<file path="src/rtl/spi_cfg_pkg.sv">
package spi_cfg_pkg;
  localparam int ADDR_W = 15;
  localparam int DATA_W = 8;
  localparam int INS_W  = ADDR_W + 1;

  typedef enum logic {PH_CMD, PH_DATA} phase_t;

  localparam logic [ADDR_W-1:0] A_IFCFG  = 15'h0000;
  localparam logic [ADDR_W-1:0] A_IFOPT  = 15'h0001;
  localparam logic [ADDR_W-1:0] A_KIND   = 15'h0003;
  localparam logic [ADDR_W-1:0] A_IDLO   = 15'h0004;
  localparam logic [ADDR_W-1:0] A_IDHI   = 15'h0005;
  localparam logic [ADDR_W-1:0] A_REV    = 15'h0006;
  localparam logic [ADDR_W-1:0] A_VNDLO  = 15'h000C;
  localparam logic [ADDR_W-1:0] A_VNDHI  = 15'h000D;
  localparam logic [ADDR_W-1:0] A_COMMIT = 15'h000F;
  localparam logic [ADDR_W-1:0] A_CFG    = 15'h0100;

  localparam logic [DATA_W-1:0] V_IFCFG = 8'h18;
  localparam logic [DATA_W-1:0] V_KIND  = 8'h07;
  localparam logic [DATA_W-1:0] V_IDLO  = 8'h00;
  localparam logic [DATA_W-1:0] V_IDHI  = 8'h04;
  localparam logic [DATA_W-1:0] V_REV   = 8'h01;
  localparam logic [DATA_W-1:0] V_VNDLO = 8'h51;
  localparam logic [DATA_W-1:0] V_VNDHI = 8'h04;

  localparam int SRST_BIT = 7;
  localparam int RBSEL_BIT = 5;
  localparam int COMMIT_BIT = 0;
endpackage

</file>
<file path="src/rtl/spi_pin_sync.sv">
module spi_pin_sync #(
  parameter int STAGES = 2
) (
  input  logic clk,
  input  logic rst,
  input  logic sck,
  input  logic csn,
  input  logic mosi,
  output logic sck_rise,
  output logic sck_fall,
  output logic cs_act,
  output logic mosi_s
);
  localparam logic [2:0] IDLE_VEC = 3'b010;

  logic [2:0] chain [STAGES];
  logic       sck_prev;

  genvar g;
  generate
    for (g = 0; g < STAGES; g++) begin : g_stage
      if (g == 0) begin : g_first
        always_ff @(posedge clk) begin
          if (rst) chain[g] <= IDLE_VEC;
          else     chain[g] <= {sck, csn, mosi};
        end
      end else begin : g_next
        always_ff @(posedge clk) begin
          if (rst) chain[g] <= IDLE_VEC;
          else     chain[g] <= chain[g-1];
        end
      end
    end
  endgenerate

  always_ff @(posedge clk) begin
    if (rst) sck_prev <= 1'b0;
    else     sck_prev <= chain[STAGES-1][2];
  end

  assign sck_rise = chain[STAGES-1][2] & ~sck_prev;
  assign sck_fall = ~chain[STAGES-1][2] & sck_prev;
  assign cs_act   = ~chain[STAGES-1][1];
  assign mosi_s   = chain[STAGES-1][0];
endmodule

</file>
<file path="src/rtl/spi_frame_engine.sv">
module spi_frame_engine
  import spi_cfg_pkg::*;
(
  input  logic              clk,
  input  logic              rst,
  input  logic              sck_rise,
  input  logic              sck_fall,
  input  logic              cs_act,
  input  logic              mosi_s,
  output logic              wr_req,
  output logic [ADDR_W-1:0] wr_addr,
  output logic [DATA_W-1:0] wr_data,
  output logic              rd_req,
  output logic [ADDR_W-1:0] rd_addr,
  input  logic              rd_valid,
  input  logic [DATA_W-1:0] rd_data,
  output logic              miso
);
  localparam logic [3:0] CMD_LAST  = 4'(INS_W - 1);
  localparam logic [3:0] BYTE_LAST = 4'(DATA_W - 1);

  phase_t            phase;
  logic [3:0]        bit_cnt;
  logic [INS_W-2:0]  ins_sh;
  logic [DATA_W-2:0] rx_sh;
  logic [DATA_W-1:0] tx_sh;
  logic              rw_q;
  logic [ADDR_W-1:0] addr_q;
  logic              wr_req_q, rd_req_q, miso_q;
  logic [ADDR_W-1:0] wr_addr_q;
  logic [DATA_W-1:0] wr_data_q;

  always_ff @(posedge clk) begin
    if (rst) begin
      phase     <= PH_CMD;
      bit_cnt   <= '0;
      ins_sh    <= '0;
      rx_sh     <= '0;
      tx_sh     <= '0;
      rw_q      <= 1'b0;
      addr_q    <= '0;
      wr_req_q  <= 1'b0;
      rd_req_q  <= 1'b0;
      wr_addr_q <= '0;
      wr_data_q <= '0;
      miso_q    <= 1'b0;
    end else begin
      wr_req_q <= 1'b0;
      rd_req_q <= 1'b0;
      if (!cs_act) begin
        phase   <= PH_CMD;
        bit_cnt <= '0;
        tx_sh   <= '0;
        miso_q  <= 1'b0;
      end else begin
        if (sck_rise) begin
          if (phase == PH_CMD) begin
            ins_sh  <= {ins_sh[INS_W-3:0], mosi_s};
            bit_cnt <= bit_cnt + 4'd1;
            if (bit_cnt == CMD_LAST) begin
              rw_q     <= ins_sh[INS_W-2];
              addr_q   <= {ins_sh[ADDR_W-2:0], mosi_s};
              phase    <= PH_DATA;
              bit_cnt  <= '0;
              rd_req_q <= ins_sh[INS_W-2];
            end
          end else begin
            rx_sh   <= {rx_sh[DATA_W-3:0], mosi_s};
            bit_cnt <= bit_cnt + 4'd1;
            if (bit_cnt == BYTE_LAST) begin
              bit_cnt <= '0;
              addr_q  <= addr_q - 1'b1;
              if (rw_q) begin
                rd_req_q <= 1'b1;
              end else begin
                wr_req_q  <= 1'b1;
                wr_addr_q <= addr_q;
                wr_data_q <= {rx_sh, mosi_s};
              end
            end
          end
        end
        if (rd_valid) begin
          tx_sh <= rd_data;
        end else if (sck_fall && phase == PH_DATA && rw_q) begin
          miso_q <= tx_sh[DATA_W-1];
          tx_sh  <= {tx_sh[DATA_W-2:0], 1'b0};
        end
      end
    end
  end

  assign wr_req  = wr_req_q;
  assign wr_addr = wr_addr_q;
  assign wr_data = wr_data_q;
  assign rd_req  = rd_req_q;
  assign rd_addr = addr_q;
  assign miso    = miso_q;

  p_miso_idle_r2: assert property (@(posedge clk) disable iff (rst)
    !cs_act |=> !miso_q);
  p_byte_cnt_r3: assert property (@(posedge clk) disable iff (rst)
    (phase == PH_DATA) |-> (bit_cnt <= BYTE_LAST));
  p_wr_in_frame_r11: assert property (@(posedge clk) disable iff (rst)
    wr_req_q |-> $past(cs_act));
endmodule

</file>
<file path="src/rtl/spi_cfg_regs.sv">
module spi_cfg_regs
  import spi_cfg_pkg::*;
#(
  parameter logic [14:0] EXT_LO = 15'h0200,
  parameter logic [14:0] EXT_HI = 15'h02FF
) (
  input  logic              clk,
  input  logic              rst,
  input  logic              wr_req,
  input  logic [ADDR_W-1:0] wr_addr,
  input  logic [DATA_W-1:0] wr_data,
  input  logic              rd_req,
  input  logic [ADDR_W-1:0] rd_addr,
  output logic              rd_valid,
  output logic [DATA_W-1:0] rd_data,
  output logic [ADDR_W-1:0] ext_addr,
  output logic              ext_rd,
  input  logic [DATA_W-1:0] ext_rdata,
  output logic              ext_wr,
  output logic [DATA_W-1:0] ext_wdata,
  output logic [DATA_W-1:0] cfg_active,
  output logic              soft_rst
);
  logic              rb_sel;
  logic [DATA_W-1:0] cfg_buf, cfg_act;
  logic              soft_q;
  logic              wr_ext, rd_ext;
  logic [DATA_W-1:0] int_rdata, int_q;
  logic              rd_valid_q, rd_ext_q;

  assign wr_ext = (wr_addr >= EXT_LO) && (wr_addr <= EXT_HI);
  assign rd_ext = (rd_addr >= EXT_LO) && (rd_addr <= EXT_HI);

  assign ext_wr    = wr_req & wr_ext;
  assign ext_rd    = rd_req & rd_ext;
  assign ext_addr  = rd_req ? rd_addr : wr_addr;
  assign ext_wdata = wr_data;

  always_ff @(posedge clk) begin
    if (rst) begin
      rb_sel  <= 1'b0;
      cfg_buf <= '0;
      cfg_act <= '0;
      soft_q  <= 1'b0;
    end else begin
      soft_q <= 1'b0;
      if (soft_q) begin
        cfg_buf <= '0;
        cfg_act <= '0;
      end else if (wr_req && !wr_ext) begin
        case (wr_addr)
          A_IFCFG:  soft_q  <= wr_data[SRST_BIT];
          A_IFOPT:  rb_sel  <= wr_data[RBSEL_BIT];
          A_COMMIT: if (wr_data[COMMIT_BIT]) cfg_act <= cfg_buf;
          A_CFG:    cfg_buf <= wr_data;
          default:  ;
        endcase
      end
    end
  end

  always_comb begin
    case (rd_addr)
      A_IFCFG: int_rdata = V_IFCFG;
      A_IFOPT: int_rdata = DATA_W'(rb_sel) << RBSEL_BIT;
      A_KIND:  int_rdata = V_KIND;
      A_IDLO:  int_rdata = V_IDLO;
      A_IDHI:  int_rdata = V_IDHI;
      A_REV:   int_rdata = V_REV;
      A_VNDLO: int_rdata = V_VNDLO;
      A_VNDHI: int_rdata = V_VNDHI;
      A_CFG:   int_rdata = rb_sel ? cfg_buf : cfg_act;
      default: int_rdata = '0;
    endcase
  end

  always_ff @(posedge clk) begin
    if (rst) begin
      rd_valid_q <= 1'b0;
      rd_ext_q   <= 1'b0;
      int_q      <= '0;
    end else begin
      rd_valid_q <= rd_req;
      rd_ext_q   <= ext_rd;
      int_q      <= int_rdata;
    end
  end

  assign rd_valid   = rd_valid_q;
  assign rd_data    = rd_ext_q ? ext_rdata : int_q;
  assign cfg_active = cfg_act;
  assign soft_rst   = soft_q;

  p_upd_copy_r6: assert property (@(posedge clk) disable iff (rst)
    (wr_req && !wr_ext && wr_addr == A_COMMIT && wr_data[COMMIT_BIT] && !soft_q)
      |=> (cfg_act == $past(cfg_buf)));
  p_soft_clear_r5: assert property (@(posedge clk) disable iff (rst)
    soft_q |=> (cfg_act == '0 && cfg_buf == '0));
  p_sel_hold_r5: assert property (@(posedge clk) disable iff (rst)
    soft_q |=> $stable(rb_sel));
  p_rd_resp_r10: assert property (@(posedge clk) disable iff (rst)
    rd_req |=> rd_valid_q);
endmodule

</file>
<file path="src/rtl/spi_cfg_slave.sv">
module spi_cfg_slave
  import spi_cfg_pkg::*;
#(
  parameter int          SYNC_STAGES = 2,
  parameter logic [14:0] EXT_LO      = 15'h0200,
  parameter logic [14:0] EXT_HI      = 15'h02FF
) (
  input  logic        clk,
  input  logic        rst,
  input  logic        spi_sck,
  input  logic        spi_csn,
  input  logic        spi_mosi,
  output logic        spi_miso,
  output logic [14:0] ext_addr,
  output logic        ext_rd,
  input  logic [7:0]  ext_rdata,
  output logic        ext_wr,
  output logic [7:0]  ext_wdata,
  output logic [7:0]  cfg_active,
  output logic        soft_rst
);
  logic              sck_rise, sck_fall, cs_act, mosi_s;
  logic              wr_req, rd_req, rd_valid;
  logic [ADDR_W-1:0] wr_addr, rd_addr;
  logic [DATA_W-1:0] wr_data, rd_data;

  spi_pin_sync #(.STAGES(SYNC_STAGES)) u_sync (
    .clk(clk), .rst(rst), .sck(spi_sck), .csn(spi_csn), .mosi(spi_mosi),
    .sck_rise(sck_rise), .sck_fall(sck_fall), .cs_act(cs_act), .mosi_s(mosi_s)
  );

  spi_frame_engine u_eng (
    .clk(clk), .rst(rst), .sck_rise(sck_rise), .sck_fall(sck_fall),
    .cs_act(cs_act), .mosi_s(mosi_s),
    .wr_req(wr_req), .wr_addr(wr_addr), .wr_data(wr_data),
    .rd_req(rd_req), .rd_addr(rd_addr), .rd_valid(rd_valid), .rd_data(rd_data),
    .miso(spi_miso)
  );

  spi_cfg_regs #(.EXT_LO(EXT_LO), .EXT_HI(EXT_HI)) u_regs (
    .clk(clk), .rst(rst),
    .wr_req(wr_req), .wr_addr(wr_addr), .wr_data(wr_data),
    .rd_req(rd_req), .rd_addr(rd_addr), .rd_valid(rd_valid), .rd_data(rd_data),
    .ext_addr(ext_addr), .ext_rd(ext_rd), .ext_rdata(ext_rdata),
    .ext_wr(ext_wr), .ext_wdata(ext_wdata),
    .cfg_active(cfg_active), .soft_rst(soft_rst)
  );
endmodule

</file>
<file path="config.mk">
export PLATFORM = sky130hd
export DESIGN_NAME = spi_cfg_slave
export DESIGN_NICKNAME = d
export VERILOG_FILES = /design/src/rtl/spi_cfg_pkg.sv /design/src/rtl/spi_pin_sync.sv /design/src/rtl/spi_frame_engine.sv /design/src/rtl/spi_cfg_regs.sv /design/src/rtl/spi_cfg_slave.sv
export SDC_FILE = /design/constraint.sdc
export NUM_CORES = 1
export LEC_CHECK = 0
export CORE_UTILIZATION = 45
export CTS_BUF_LIST = sky130_fd_sc_hd__clkbuf_16
export DETAILED_ROUTE_END_ITERATION = 6
export GPL_ROUTABILITY_DRIVEN = 1
export MAX_ROUTING_LAYER = met4
export PLACE_DENSITY_LB_ADDON = 0.08
export RECOVER_POWER = 100
export SETUP_SLACK_MARGIN = 0.2
export SLEW_MARGIN = 20
export SYNTH_ARGS = -nofsm -noshare
export SYNTH_HDL_FRONTEND = slang
export SYNTH_SLANG_ARGS = --single-unit
</file>
<file path="constraint.sdc">
create_clock -name clk -period 1.9 [get_ports clk]
set_input_delay 0.38 -clock clk [delete_from_list [all_inputs] [get_ports clk]]
set_output_delay 0.38 -clock clk [all_outputs]
set_load 0.02 [all_outputs]
</file>
==> out/results.txt <==
required time of the critical path -> 1.52 ns
antenna violations before repair -> 0
routed wire length -> 15300 um
Fmax -> 0.412 GHz
die area -> 0.0120 mm^2
largest net degree at the start of global routing -> 28
Post-Syn Area per Cell -> 8.41 um^2
layout cells sized above 1 -> 0.370
Slew Limit Fails -> 0
initial core utilization -> 0.471
CP arrival -> 2.05 ns
Post-Syn Instances -> 621
reg2reg end -> u_eng.rd_addr[13]
DRC Markers -> 0
port buffer count -> 47
Post-DP HPWL -> 9810 um
die span in y -> 110 um
EDFF count, synth -> 0
Hold Buf Count CTS -> 0
I/O pin count -> 48
Synth area leaders -> dfxtp_1 (43%), nand2_1 (8.5%), a21oi_1 (6.6%)
synth unique cells -> 55
outcome -> finished with violations
Post-Place Cells -> 835
Seq/Total Area, Yosys -> 0.429
Syn Std Cell Area -> 0.00522 mm^2
crit-path max FO -> 2
fin cells -> 895
GRT Overall Usage -> 0.256
core area -> 0.0111 mm^2
Mapped Nets -> 640
slowest stage cell, crit path -> or4_4
Max-Cap Viols -> 0
via count -> 5059
register bit total from synthesis -> 112
Nets -> 769
DR iter-0 viols -> 373
Max Buffers Root-to-Sink -> 2
P_leak -> 2.93 nW
Hold Fails Final Rpt -> 0
Place WS -> -0.650 ns
YS warnings -> 0
number of routed nets with antenna violations -> 0
Routed WL per cell -> 17.1 um
min-delay src -> u_sync.chain[0][1]
Slew headroom -> 0.358
die width -> 110 um
Worst Tran Pin Value -> 0.963 ns
final core occ -> 0.691
Critical Path Sink Type -> output port
critical path class -> reg2out
Hold Crit Class -> reg2reg
first-pass GRT wire length -> 22700 um
Clock Skew -> 0.0119 ns
H-tree depth -> 3
CP cell instances -> or4_4 > or4_4 > a41oi_4 > buf_6
Power Density -> 612 mW/mm^2
final setup fails -> 12
FP Rows -> 38
Placer Congestion -> 0.866
clock net sink count -> 112
Post-synth top cells -> nand2_1 (118), dfxtp_1 (112), a21oi_1 (69), clkbuf_1 (37), nor2_1 (32)
worst setup path start -> u_eng.rd_addr[12]
Overflow after GRT -> 0
Setup WS post-layout -> -0.526 ns
Tcrit/Tclk final -> 1.28
largest area contributor in the netlist -> dfxtp_1
later-pin clock latency in the skew report -> 0.36 ns
critical path startpoint category -> flop
async set-reset flop share out of synthesis -> 0
Crit path top cell by count -> or4_4
Avg Vias per Cell -> 5.65
vias in the first global route -> 4549
RR Startpoint -> u_eng.rd_addr[0]
top cell type's share of synthesized area -> 0.429
CTS Root Cell -> clkbuf_16
CP endpoint -> ext_rd
Primary FF master, synth -> dfxtp_1
failing checks -> negative setup slack
unrepaired setup endpoints after global routing -> yes
CTS Buf Count -> 9
Final Critical Period -> 2.43 ns
reg2reg path depth -> 7
Layout Area Growth over Synthesis -> 46.6%
CTS tree -> yes
ant diodes -> 0
critical path's largest stage delay -> 0.55 ns
Max VDD drop -> 0.583 mV
most common cell in the netlist -> nand2_1
Clock transition at path regs -> 0.07 ns
DR pass1 iterations -> 5
r2r setup slk -> -0.16 ns
layout by cell type (no fill, tap or decap), types with 10 or more instances in the layout:
cell type	instances
mux2_2	16
mux2i_1	28
dfxtp_1	92
a21oi_1	57
a21oi_2	12
dfxtp_2	18
nor2b_1	14
nor2_1	32
nand2_1	117
or4_4	10
o21ai_2	13
dlygate4sd2_1	17
clkdlybuf4s50_1	11
buf_4	70
nand3_1	16
mux2_4	14
buf_6	45
critical path, delay by kind of cell (launching register included):
kind,cells,cell delay (ns)
simple gates,2,0.99
flops,1,0.33
buf+inv,1,0.15
compound gates,1,0.22
registers in the layout (all words and copies together) (netlist names), 4 cells and up:
signal	flops
u_sync.chain	6
u_eng.rx_sh	7
u_eng.ins_sh	15
u_regs.cfg_buf	8
u_eng.bit_cnt	4
u_regs.int_q	8
u_eng.rd_addr	15
u_regs.cfg_active	8
u_eng.wr_data	8
u_eng.tx_sh	8
u_eng.wr_addr	15
routing by layer:
metal  wire length (um)  track usage  vias to the layer above
met5                  0            -                        -
met4                238        0.103                        0
met3                768       0.0451                       22
met2               7460        0.412                      141
met1               6880        0.317                     2440
li1                   -            -                     2456
area by class of cell:
class	count	area, um^2
Clock buffer	9	225
Inverter	7	30.0
Tap cell	140	175
Sequential cell	112	2270
Timing Repair Buffer	159	1520
Multi-Input combinational cell	461	3300
Fill cell	872	3420
Clock inverter	7	126
worst min-delay path by stage:
stage,end,slack [ns],cells after the start
final,u_sync.chain[1][1],0.42,1
after global routing,u_sync.chain[1][1],0.46,1
after CTS,u_eng.wr_data[2],0.37,2
after detailed placement,u_sync.chain[1][1],0.41,1
after global placement,u_sync.chain[1][1],0.39,1
after floorplan,u_sync.chain[1][1],0.39,1
power breakdown:
group / internal, mW / switching [mW]
combinational: 0.0470 / 0.0550
clock: 1.31 / 0.915
sequential: 2.35 / 0.00665
kinds of logic after synthesis:
logic type                 after synthesis  synth area share
AOI/OAI and AO/OA                      131             0.143
xor gates and xnor gates                 4           0.00671
adders and majority gates                6            0.0144
buffers and inverters                   50            0.0393
DFF                                    112             0.429
muxes                                   58             0.118
and+or+nand+nor                        260             0.249
what timing repair did:
| action | in CTS | in global routing |
|---|---|---|
| endpoints found under the setup margin | 75 | 78 |
| pin swaps | 22 | 25 |
| buffers inserted | 21 | 19 |
| gates resized for setup | 189 | 83 |
| gates cloned | 1 | 3 |
stage by stage:
stage / setup TNS (ns) / total power [mW] / hold WS (ns) / area, um^2
final: -1.03 / 4.68 / 0.418 / 7650
after global routing: -1.79 / 4.82 / 0.456 / 7650
after CTS: -0.683 / 4.71 / 0.367 / 7140
after detailed placement: -0.897 / 2.50 / 0.405 / 6320
after global placement: -0.695 / 2.50 / 0.395 / 6320
after floorplan: -0.128 / 2.46 / 0.389 / 5350
Note: power is estimated with default switching activity, not from simulation.
